===== config.mk =====
export PLATFORM = sky130hd
export DESIGN_NAME = gpio_ctrl
export DESIGN_NICKNAME = d
export VERILOG_FILES = /design/src/rtl/gpio_pkg.sv /design/src/rtl/gpio_setclr_reg.sv /design/src/rtl/gpio_sync.sv /design/src/rtl/gpio_pin_ctrl.sv /design/src/rtl/gpio_ctrl.sv
export SDC_FILE = /design/constraint.sdc
export NUM_CORES = 1
export LEC_CHECK = 0
export ABC_AREA = 0
export ABC_CLOCK_PERIOD_IN_PS = 2180
export BUFFER_PORTS_ARGS = -buffer_cell sky130_fd_sc_hd__buf_2
export CAP_MARGIN = 20
export CELL_PAD_IN_SITES_DETAIL_PLACEMENT = 2
export CELL_PAD_IN_SITES_GLOBAL_PLACEMENT = 2
export CORE_MARGIN = 5
export CORE_UTILIZATION = 32
export CTS_CLUSTER_SIZE = 8
export DETAILED_ROUTE_END_ITERATION = 7
export PLACE_DENSITY = 0.73
export SLEW_MARGIN = 20
export SYNTH_ARGS = -nofsm -noshare
export SYNTH_HDL_FRONTEND = slang
export SYNTH_SLANG_ARGS = --single-unit

===== constraint.sdc =====
create_clock -name clk -period 2.18 [get_ports clk]
set_input_delay 0.109 -clock clk [delete_from_list [all_inputs] [get_ports clk]]
set_output_delay 0.109 -clock clk [all_outputs]
set_load 0.05 [all_outputs]

===== src/rtl/gpio_pkg.sv =====
package gpio_pkg;

  // Register byte offsets
  localparam int OFS_OUT      = 'h00;
  localparam int OFS_OUT_SET  = 'h04;
  localparam int OFS_OUT_CLR  = 'h08;
  localparam int OFS_OE       = 'h0C;
  localparam int OFS_OE_SET   = 'h10;
  localparam int OFS_OE_CLR   = 'h14;
  localparam int OFS_IN       = 'h18;
  localparam int OFS_ST       = 'h1C;
  localparam int OFS_ST_SET   = 'h20;
  localparam int OFS_ST_CLR   = 'h24;
  localparam int CTRL_BASE    = 'h28;
  localparam int CTRL_STRIDE  = 4;

  // Control word bit positions
  localparam int CB_SRC     = 0;
  localparam int CB_OD      = 2;
  localparam int CB_TRIG_LO = 7;
  localparam int CB_WAKE    = 10;

  // Trigger codes
  localparam logic [2:0] TRIG_NONE = 3'b000;
  localparam logic [2:0] TRIG_RISE = 3'b001;
  localparam logic [2:0] TRIG_FALL = 3'b010;
  localparam logic [2:0] TRIG_ANY  = 3'b011;
  localparam logic [2:0] TRIG_LOW  = 3'b100;
  localparam logic [2:0] TRIG_HIGH = 3'b101;

  typedef struct packed {
    logic       wake;
    logic [2:0] trig;
    logic       od;
    logic       src;
  } pin_cfg_t;

  function automatic logic [31:0] cfg_to_word(pin_cfg_t c);
    logic [31:0] w;
    w                   = '0;
    w[CB_SRC]           = c.src;
    w[CB_OD]            = c.od;
    w[CB_TRIG_LO +: 3]  = c.trig;
    w[CB_WAKE]          = c.wake;
    return w;
  endfunction

endpackage


===== src/rtl/gpio_setclr_reg.sv =====
module gpio_setclr_reg #(
  parameter int W = 16
) (
  input  logic         clk,
  input  logic         rst,
  input  logic         wr_plain,
  input  logic         wr_set,
  input  logic         wr_clr,
  input  logic [W-1:0] wdata,
  input  logic [W-1:0] hw_set,
  output logic [W-1:0] q
);

  logic [W-1:0] d;

  always_comb begin
    d = q;
    if (wr_plain)    d = wdata;
    else if (wr_set) d = q | wdata;
    else if (wr_clr) d = q & ~wdata;
    d = d | hw_set;
  end

  always_ff @(posedge clk) begin
    if (rst) q <= '0;
    else     q <= d;
  end

endmodule


===== src/rtl/gpio_sync.sv =====
module gpio_sync #(
  parameter int W      = 16,
  parameter int STAGES = 2
) (
  input  logic         clk,
  input  logic         rst,
  input  logic [W-1:0] din,
  output logic [W-1:0] cur,
  output logic [W-1:0] prev
);

  localparam int DEPTH = STAGES + 1;

  logic [W-1:0] chain [DEPTH];

  always_ff @(posedge clk) begin
    if (rst) begin
      for (int k = 0; k < DEPTH; k++) chain[k] <= '0;
    end else begin
      chain[0] <= din;
      for (int k = 1; k < DEPTH; k++) chain[k] <= chain[k-1];
    end
  end

  assign cur  = chain[STAGES-1];
  assign prev = chain[STAGES];

endmodule


===== src/rtl/gpio_pin_ctrl.sv =====
module gpio_pin_ctrl
  import gpio_pkg::*;
(
  input  logic     clk,
  input  logic     rst,
  input  logic     wr_en,
  input  pin_cfg_t wr_cfg,
  input  logic     cur,
  input  logic     prev,
  output pin_cfg_t cfg,
  output logic     evt,
  output logic     wake_req
);

  logic level_hit;

  always_ff @(posedge clk) begin
    if (rst)        cfg <= '0;
    else if (wr_en) cfg <= wr_cfg;
  end

  always_comb begin
    evt       = 1'b0;
    level_hit = 1'b0;
    case (cfg.trig)
      TRIG_RISE: evt = cur & ~prev;
      TRIG_FALL: evt = ~cur & prev;
      TRIG_ANY:  evt = cur ^ prev;
      TRIG_LOW: begin
        level_hit = ~cur;
        evt       = ~cur;
      end
      TRIG_HIGH: begin
        level_hit = cur;
        evt       = cur;
      end
      default: evt = 1'b0;
    endcase
    wake_req = cfg.wake & level_hit;
  end

endmodule


===== src/rtl/gpio_ctrl.sv =====
module gpio_ctrl
  import gpio_pkg::*;
#(
  parameter int NPINS   = 16,
  parameter int AW      = 8,
  parameter int DW      = 32,
  parameter int SYNC_FF = 2
) (
  input  logic             clk,
  input  logic             rst,
  input  logic [AW-1:0]    bus_addr,
  input  logic             bus_we,
  input  logic [DW-1:0]    bus_wdata,
  output logic [DW-1:0]    bus_rdata,
  input  logic [NPINS-1:0] pad_in,
  output logic [NPINS-1:0] pad_out,
  output logic [NPINS-1:0] pad_oe,
  output logic             irq,
  output logic             wake
);

  localparam int IDXW     = (NPINS > 1) ? $clog2(NPINS) : 1;
  localparam int CTRL_END = CTRL_BASE + CTRL_STRIDE * NPINS;

  logic [NPINS-1:0] out_q, oe_q, st_q;
  logic [NPINS-1:0] in_cur, in_prev;
  logic [NPINS-1:0] evt_vec, wake_req_vec, od_vec, cfg_wr;
  pin_cfg_t         cfg [NPINS];
  pin_cfg_t         wr_cfg;
  logic             ctrl_hit;
  logic [IDXW-1:0]  ctrl_idx;
  logic [DW-1:0]    rd_nxt;

  function automatic logic hit(input logic [AW-1:0] a, input int ofs);
    return a == AW'(ofs);
  endfunction

  // Control word window decode
  assign ctrl_hit = (bus_addr >= AW'(CTRL_BASE)) && (bus_addr < AW'(CTRL_END))
                    && (bus_addr[1:0] == 2'b00);
  assign ctrl_idx = IDXW'((bus_addr - AW'(CTRL_BASE)) >> 2);

  always_comb begin
    wr_cfg      = '0;
    wr_cfg.src  = bus_wdata[CB_SRC];
    wr_cfg.od   = bus_wdata[CB_OD];
    wr_cfg.trig = bus_wdata[CB_TRIG_LO +: 3];
    wr_cfg.wake = bus_wdata[CB_WAKE];
  end

  // Input synchroniser and previous-sample stage
  gpio_sync #(.W(NPINS), .STAGES(SYNC_FF)) u_sync (
    .clk (clk),
    .rst (rst),
    .din (pad_in),
    .cur (in_cur),
    .prev(in_prev)
  );

  // Output, enable and status registers with aliases
  gpio_setclr_reg #(.W(NPINS)) u_out (
    .clk     (clk),
    .rst     (rst),
    .wr_plain(bus_we && hit(bus_addr, OFS_OUT)),
    .wr_set  (bus_we && hit(bus_addr, OFS_OUT_SET)),
    .wr_clr  (bus_we && hit(bus_addr, OFS_OUT_CLR)),
    .wdata   (bus_wdata[NPINS-1:0]),
    .hw_set  ({NPINS{1'b0}}),
    .q       (out_q)
  );

  gpio_setclr_reg #(.W(NPINS)) u_oe (
    .clk     (clk),
    .rst     (rst),
    .wr_plain(bus_we && hit(bus_addr, OFS_OE)),
    .wr_set  (bus_we && hit(bus_addr, OFS_OE_SET)),
    .wr_clr  (bus_we && hit(bus_addr, OFS_OE_CLR)),
    .wdata   (bus_wdata[NPINS-1:0]),
    .hw_set  ({NPINS{1'b0}}),
    .q       (oe_q)
  );

  gpio_setclr_reg #(.W(NPINS)) u_status (
    .clk     (clk),
    .rst     (rst),
    .wr_plain(bus_we && hit(bus_addr, OFS_ST)),
    .wr_set  (bus_we && hit(bus_addr, OFS_ST_SET)),
    .wr_clr  (bus_we && hit(bus_addr, OFS_ST_CLR)),
    .wdata   (bus_wdata[NPINS-1:0]),
    .hw_set  (evt_vec),
    .q       (st_q)
  );

  // Per-pin control, detection and pad drive
  for (genvar i = 0; i < NPINS; i++) begin : g_pin
    assign cfg_wr[i] = bus_we && ctrl_hit && (ctrl_idx == IDXW'(i));

    gpio_pin_ctrl u_ctl (
      .clk     (clk),
      .rst     (rst),
      .wr_en   (cfg_wr[i]),
      .wr_cfg  (wr_cfg),
      .cur     (in_cur[i]),
      .prev    (in_prev[i]),
      .cfg     (cfg[i]),
      .evt     (evt_vec[i]),
      .wake_req(wake_req_vec[i])
    );

    assign od_vec[i] = cfg[i].od;

    always_ff @(posedge clk) begin
      if (rst) begin
        pad_out[i] <= 1'b0;
        pad_oe[i]  <= 1'b0;
      end else if (od_vec[i]) begin
        pad_out[i] <= 1'b0;
        pad_oe[i]  <= oe_q[i] & ~out_q[i];
      end else begin
        pad_out[i] <= out_q[i];
        pad_oe[i]  <= oe_q[i];
      end
    end
  end

  // Read mux
  always_comb begin
    rd_nxt = '0;
    if (hit(bus_addr, OFS_OUT) || hit(bus_addr, OFS_OUT_SET) || hit(bus_addr, OFS_OUT_CLR))
      rd_nxt = DW'(out_q);
    else if (hit(bus_addr, OFS_OE) || hit(bus_addr, OFS_OE_SET) || hit(bus_addr, OFS_OE_CLR))
      rd_nxt = DW'(oe_q);
    else if (hit(bus_addr, OFS_IN))
      rd_nxt = DW'(in_cur);
    else if (hit(bus_addr, OFS_ST) || hit(bus_addr, OFS_ST_SET) || hit(bus_addr, OFS_ST_CLR))
      rd_nxt = DW'(st_q);
    else if (ctrl_hit)
      rd_nxt = DW'(cfg_to_word(cfg[ctrl_idx]));
  end

  always_ff @(posedge clk) begin
    if (rst) begin
      bus_rdata <= '0;
      wake      <= 1'b0;
    end else begin
      bus_rdata <= rd_nxt;
      wake      <= |wake_req_vec;
    end
  end

  assign irq = |st_q;

endmodule


==> flow_summary_export.csv <==
group,metric,value,unit
clock_tree,clk_pin_slew,0.05,ns
sta,slew_violations,0,
sta,fin_hold_ws,0.0451,ns
logic_synthesis,synthArstFlopShare,0,
drt,wl_per_cell,23.9,µm
worst_setup_path,rr_endpoint,"u_status.q[3]",
power_and_ir_drop,p_leak,5.24,nW
place,io_buffers,92,
clock_tree,clk_latency,0.53,ns
power_and_ir_drop,power_frac_comb,0.084,
drt,num_vias,10700,
grt,grt_pass1_wl,69.7,mm
finish,drive_gt1_frac,0.187,
die,core_area,35300,µm²
worst_setup_path,cp_max_fo,3,
logic_synthesis,synth_seq_cells,241,
worst_setup_path,r2r_slack,0.23,ns
finish,fin_nets,1562,
worst_setup_path,critPathSlowestCell,"nor4_1",
drt,dr.pass1.iters,5,
sta,layout_setup_ws,-0.0412,ns
clock_tree,cts_root_buffer,"clkbuf_16",
grt,grt-ovfl-total,0,
worst_setup_path,crit_arrival,2.11,ns
power_and_ir_drop,p_seq_frac,0.432,
worst_setup_path,r2r_start,"u_sync.chain[0][19]",
finish,num_antenna_cells,0,
worst_setup_path,endpoint_kind,"output port",
drt,initialDrtViolationCount,529,
worst_setup_path,required,2.07,ns
die,num_io_pins,125,
grt,grt_max_degree,85,
clock_tree,h-tree-depth,2,
logic_synthesis,synth_edf_count,0,
outcome,violations,"negative setup slack",
sta,tightest_slew,0.995,ns
finish,syn_to_final_growth,23.3,%
clock_tree,cts_buffers,36,
die,fp.dieW,199,µm
outcome,run_status,"finished, violations left",
drt,drcViolationCount,0,
min_path,whs_path_depth,3,
grt,grt_pass1_vias,11500,
sta,report.final.hold_viol_count,0,
place,gp_congestion,0.887,
run,max_cap_viol_count,0,
drt,wl,46.2,mm
clock_tree,max-clock-path-buffers,3,
worst_setup_path,setup.worst_path.start,"u_status.q[2]",
power_and_ir_drop,power_frac_clock,0.483,
sta,period_minus_slack,2.22,ns
sta,clock_skew,0.0131,ns
min_path,min_from,"bus_wdata[7]",
power_and_ir_drop,peakVddDrop,545,µV
die,die-area,39500,µm²
power_and_ir_drop,p_sw,2.60,mW
logic_synthesis,yosysWarnings,0,
grt,track_usage,0.230,
clock_tree,cts_tree,"yes",
drt,routed_via_density,5.54,
worst_setup_path,slowest_delay,0.68,ns
worst_setup_path,worstSetupPathType,"reg2out",
worst_setup_path,r2r.worst_path.cells,7,
min_path,hp-class,"in2reg",
sta,relSlewSlack,0.331,
power_and_ir_drop,powerDensity,741,nW/µm²
sta,rsz0062_at_grt,"no",
logic_synthesis,syn_avg_cell_area,8.69,µm²
finish,final_util,0.398,
die,dieHeight,199,µm
clock_tree,post-cts-setup-buffers,0,
place,dp_hpwl,33.1,mm
logic_synthesis,ys_types,63,
grt,antenna_found_initial,0,
sta,setup_violations,1,
worst_setup_path,setup.worst_path.start_class,"flop",
die,num_rows,69,
clock_tree,clkSinkCount,241,
worst_setup_path,crit_chain,"nor4_1, nand4_1, buf_2",
sta,fmax,450,MHz
logic_synthesis,synth_area,11400,µm²
drt,ant_nets,0,
power_and_ir_drop,intPower,7.81,mW
sta,period_share,1.02,
die,start_util,0.323,
logic_synthesis,synth.yosys.seq_area_share,0.424,
min_path,holdPathEnd,"g_pin[4].u_ctl.cfg[2]",
logic_synthesis,synth-main-ff-cell,"dfxtp_1",
power_and_ir_drop,switching_share,0.249,
logic_synthesis,synthCells,1310,
==> cells by family (layout without fill, tap and decap cells) <==
logic type / count (synthesis) / in the layout / synth area share
compound gates: 441 / 441 / 0.230
mux: 45 / 45 / 0.0661
buf+inv: 160 / 309 / 0.0663
fa+ha+maj: 33 / 33 / 0.0363
flops: 241 / 241 / 0.424
xor+xnor: 19 / 19 / 0.0146
simple gates: 370 / 370 / 0.163
other cells: 1 / 16 / 0.000329
==> worst max-delay path by stage <==
stage	endpoint	cells past startpoint
floorplan	g_pin[5].u_ctl.cfg[0]	10
global placement	u_status.q[3]	9
detailed placement	u_status.q[3]	9
CTS	irq	3
global route	irq	3
finish	irq	3
==> power groups by stage <==
stage,Clock (mW),Combinational [mW],Sequential [mW]
2_1_floorplan,0,0.504,4.57
3_3_place_gp,0,0.802,4.59
3_5_place_dp,0,0.828,4.59
4_1_cts,5.17,0.874,4.50
5_1_grt,5.37,0.935,4.50
6_report,5.03,0.877,4.50
==> timing repair <==
item                                    in CTS  in global routing
endpoints found under the hold margin       60                  0
hold buffers                                28                  0
endpoints found under the setup margin       1                  0
gates resized for setup                      1                  0
==> worst max-delay path, delay by kind of cell, from the launching register on <==
family,cells,cell delay [ns]
flip-flops,1,0.33
buffers and inverters,1,0.29
AND/OR/NAND/NOR,2,0.97
==> placed cells by master, fill, tap and decap left out, types with 18 or more instances in the layout <==
master	netlist	final
buf_4	19	85
mux2i_1	19	19
xor2_1	18	18
a221oi_1	23	22
nand3_1	20	20
a21oi_1	176	176
mux4_2	24	24
nor2_1	71	71
dfxtp_1	241	241
inv_1	51	51
nand2_1	154	154
o21ai_0	152	152
clkbuf_16	0	38
nor2b_1	36	36
dlygate4sd3_1	0	28
ha_1	33	33
buf_2	20	91
==> cell usage after synthesis, types with 19 or more instances <==
master      n  area (µm²)
dfxtp_1   241        4820
a21oi_1   176         881
nand2_1   154         578
o21ai_0   152         761
nor2_1     71         267
inv_1      51         191
clkbuf_1   44         165
nor2b_1    36         225
ha_1       33         413
mux4_2     24         541
a221oi_1   23         201
buf_2      20         100
nand3_1    20         100
buf_4      19         143
mux2i_1    19         190
==> metrics by stage <==
step / setup slack [ns] / power, mW / cells / TNS (ns) / area (µm²)
floorplan: -0.00691 / 5.08 / 1325 / -0.100 / 11500
global placement: 0.0120 / 5.39 / 1865 / 0 / 12800
detailed placement: -0.0551 / 5.41 / 1865 / -0.0551 / 12800
CTS: 0.0374 / 10.5 / 1935 / 0 / 14000
global route: 0.0496 / 10.8 / 1935 / 0 / 14000
finish: -0.0412 / 10.4 / 1935 / -0.0412 / 14000
==> final cells by class <==
| cell class | instances | area [µm²] |
|---|---|---|
| clock buffer | 40 | 958 |
| sequential | 241 | 4820 |
| tap | 461 | 577 |
| multi-input combinational | 924 | 5890 |
| inverter | 53 | 199 |
| clock inverter | 2 | 23.8 |
| fill | 3951 | 21300 |
| timing repair buffer | 214 | 1570 |
==> routing by layer <==
| layer | vias up | global-route usage | share of wire |
|---|---|---|---|
| li1 | 4937 | - | - |
| met1 | 5431 | 0.285 | 0.43 |
| met2 | 274 | 0.404 | 0.49 |
| met3 | 77 | 0.0413 | 0.050 |
| met4 | 0 | 0.0755 | 0.029 |
| met5 | - | 0 | 0 |
Power figures use the tool's default switching activity.
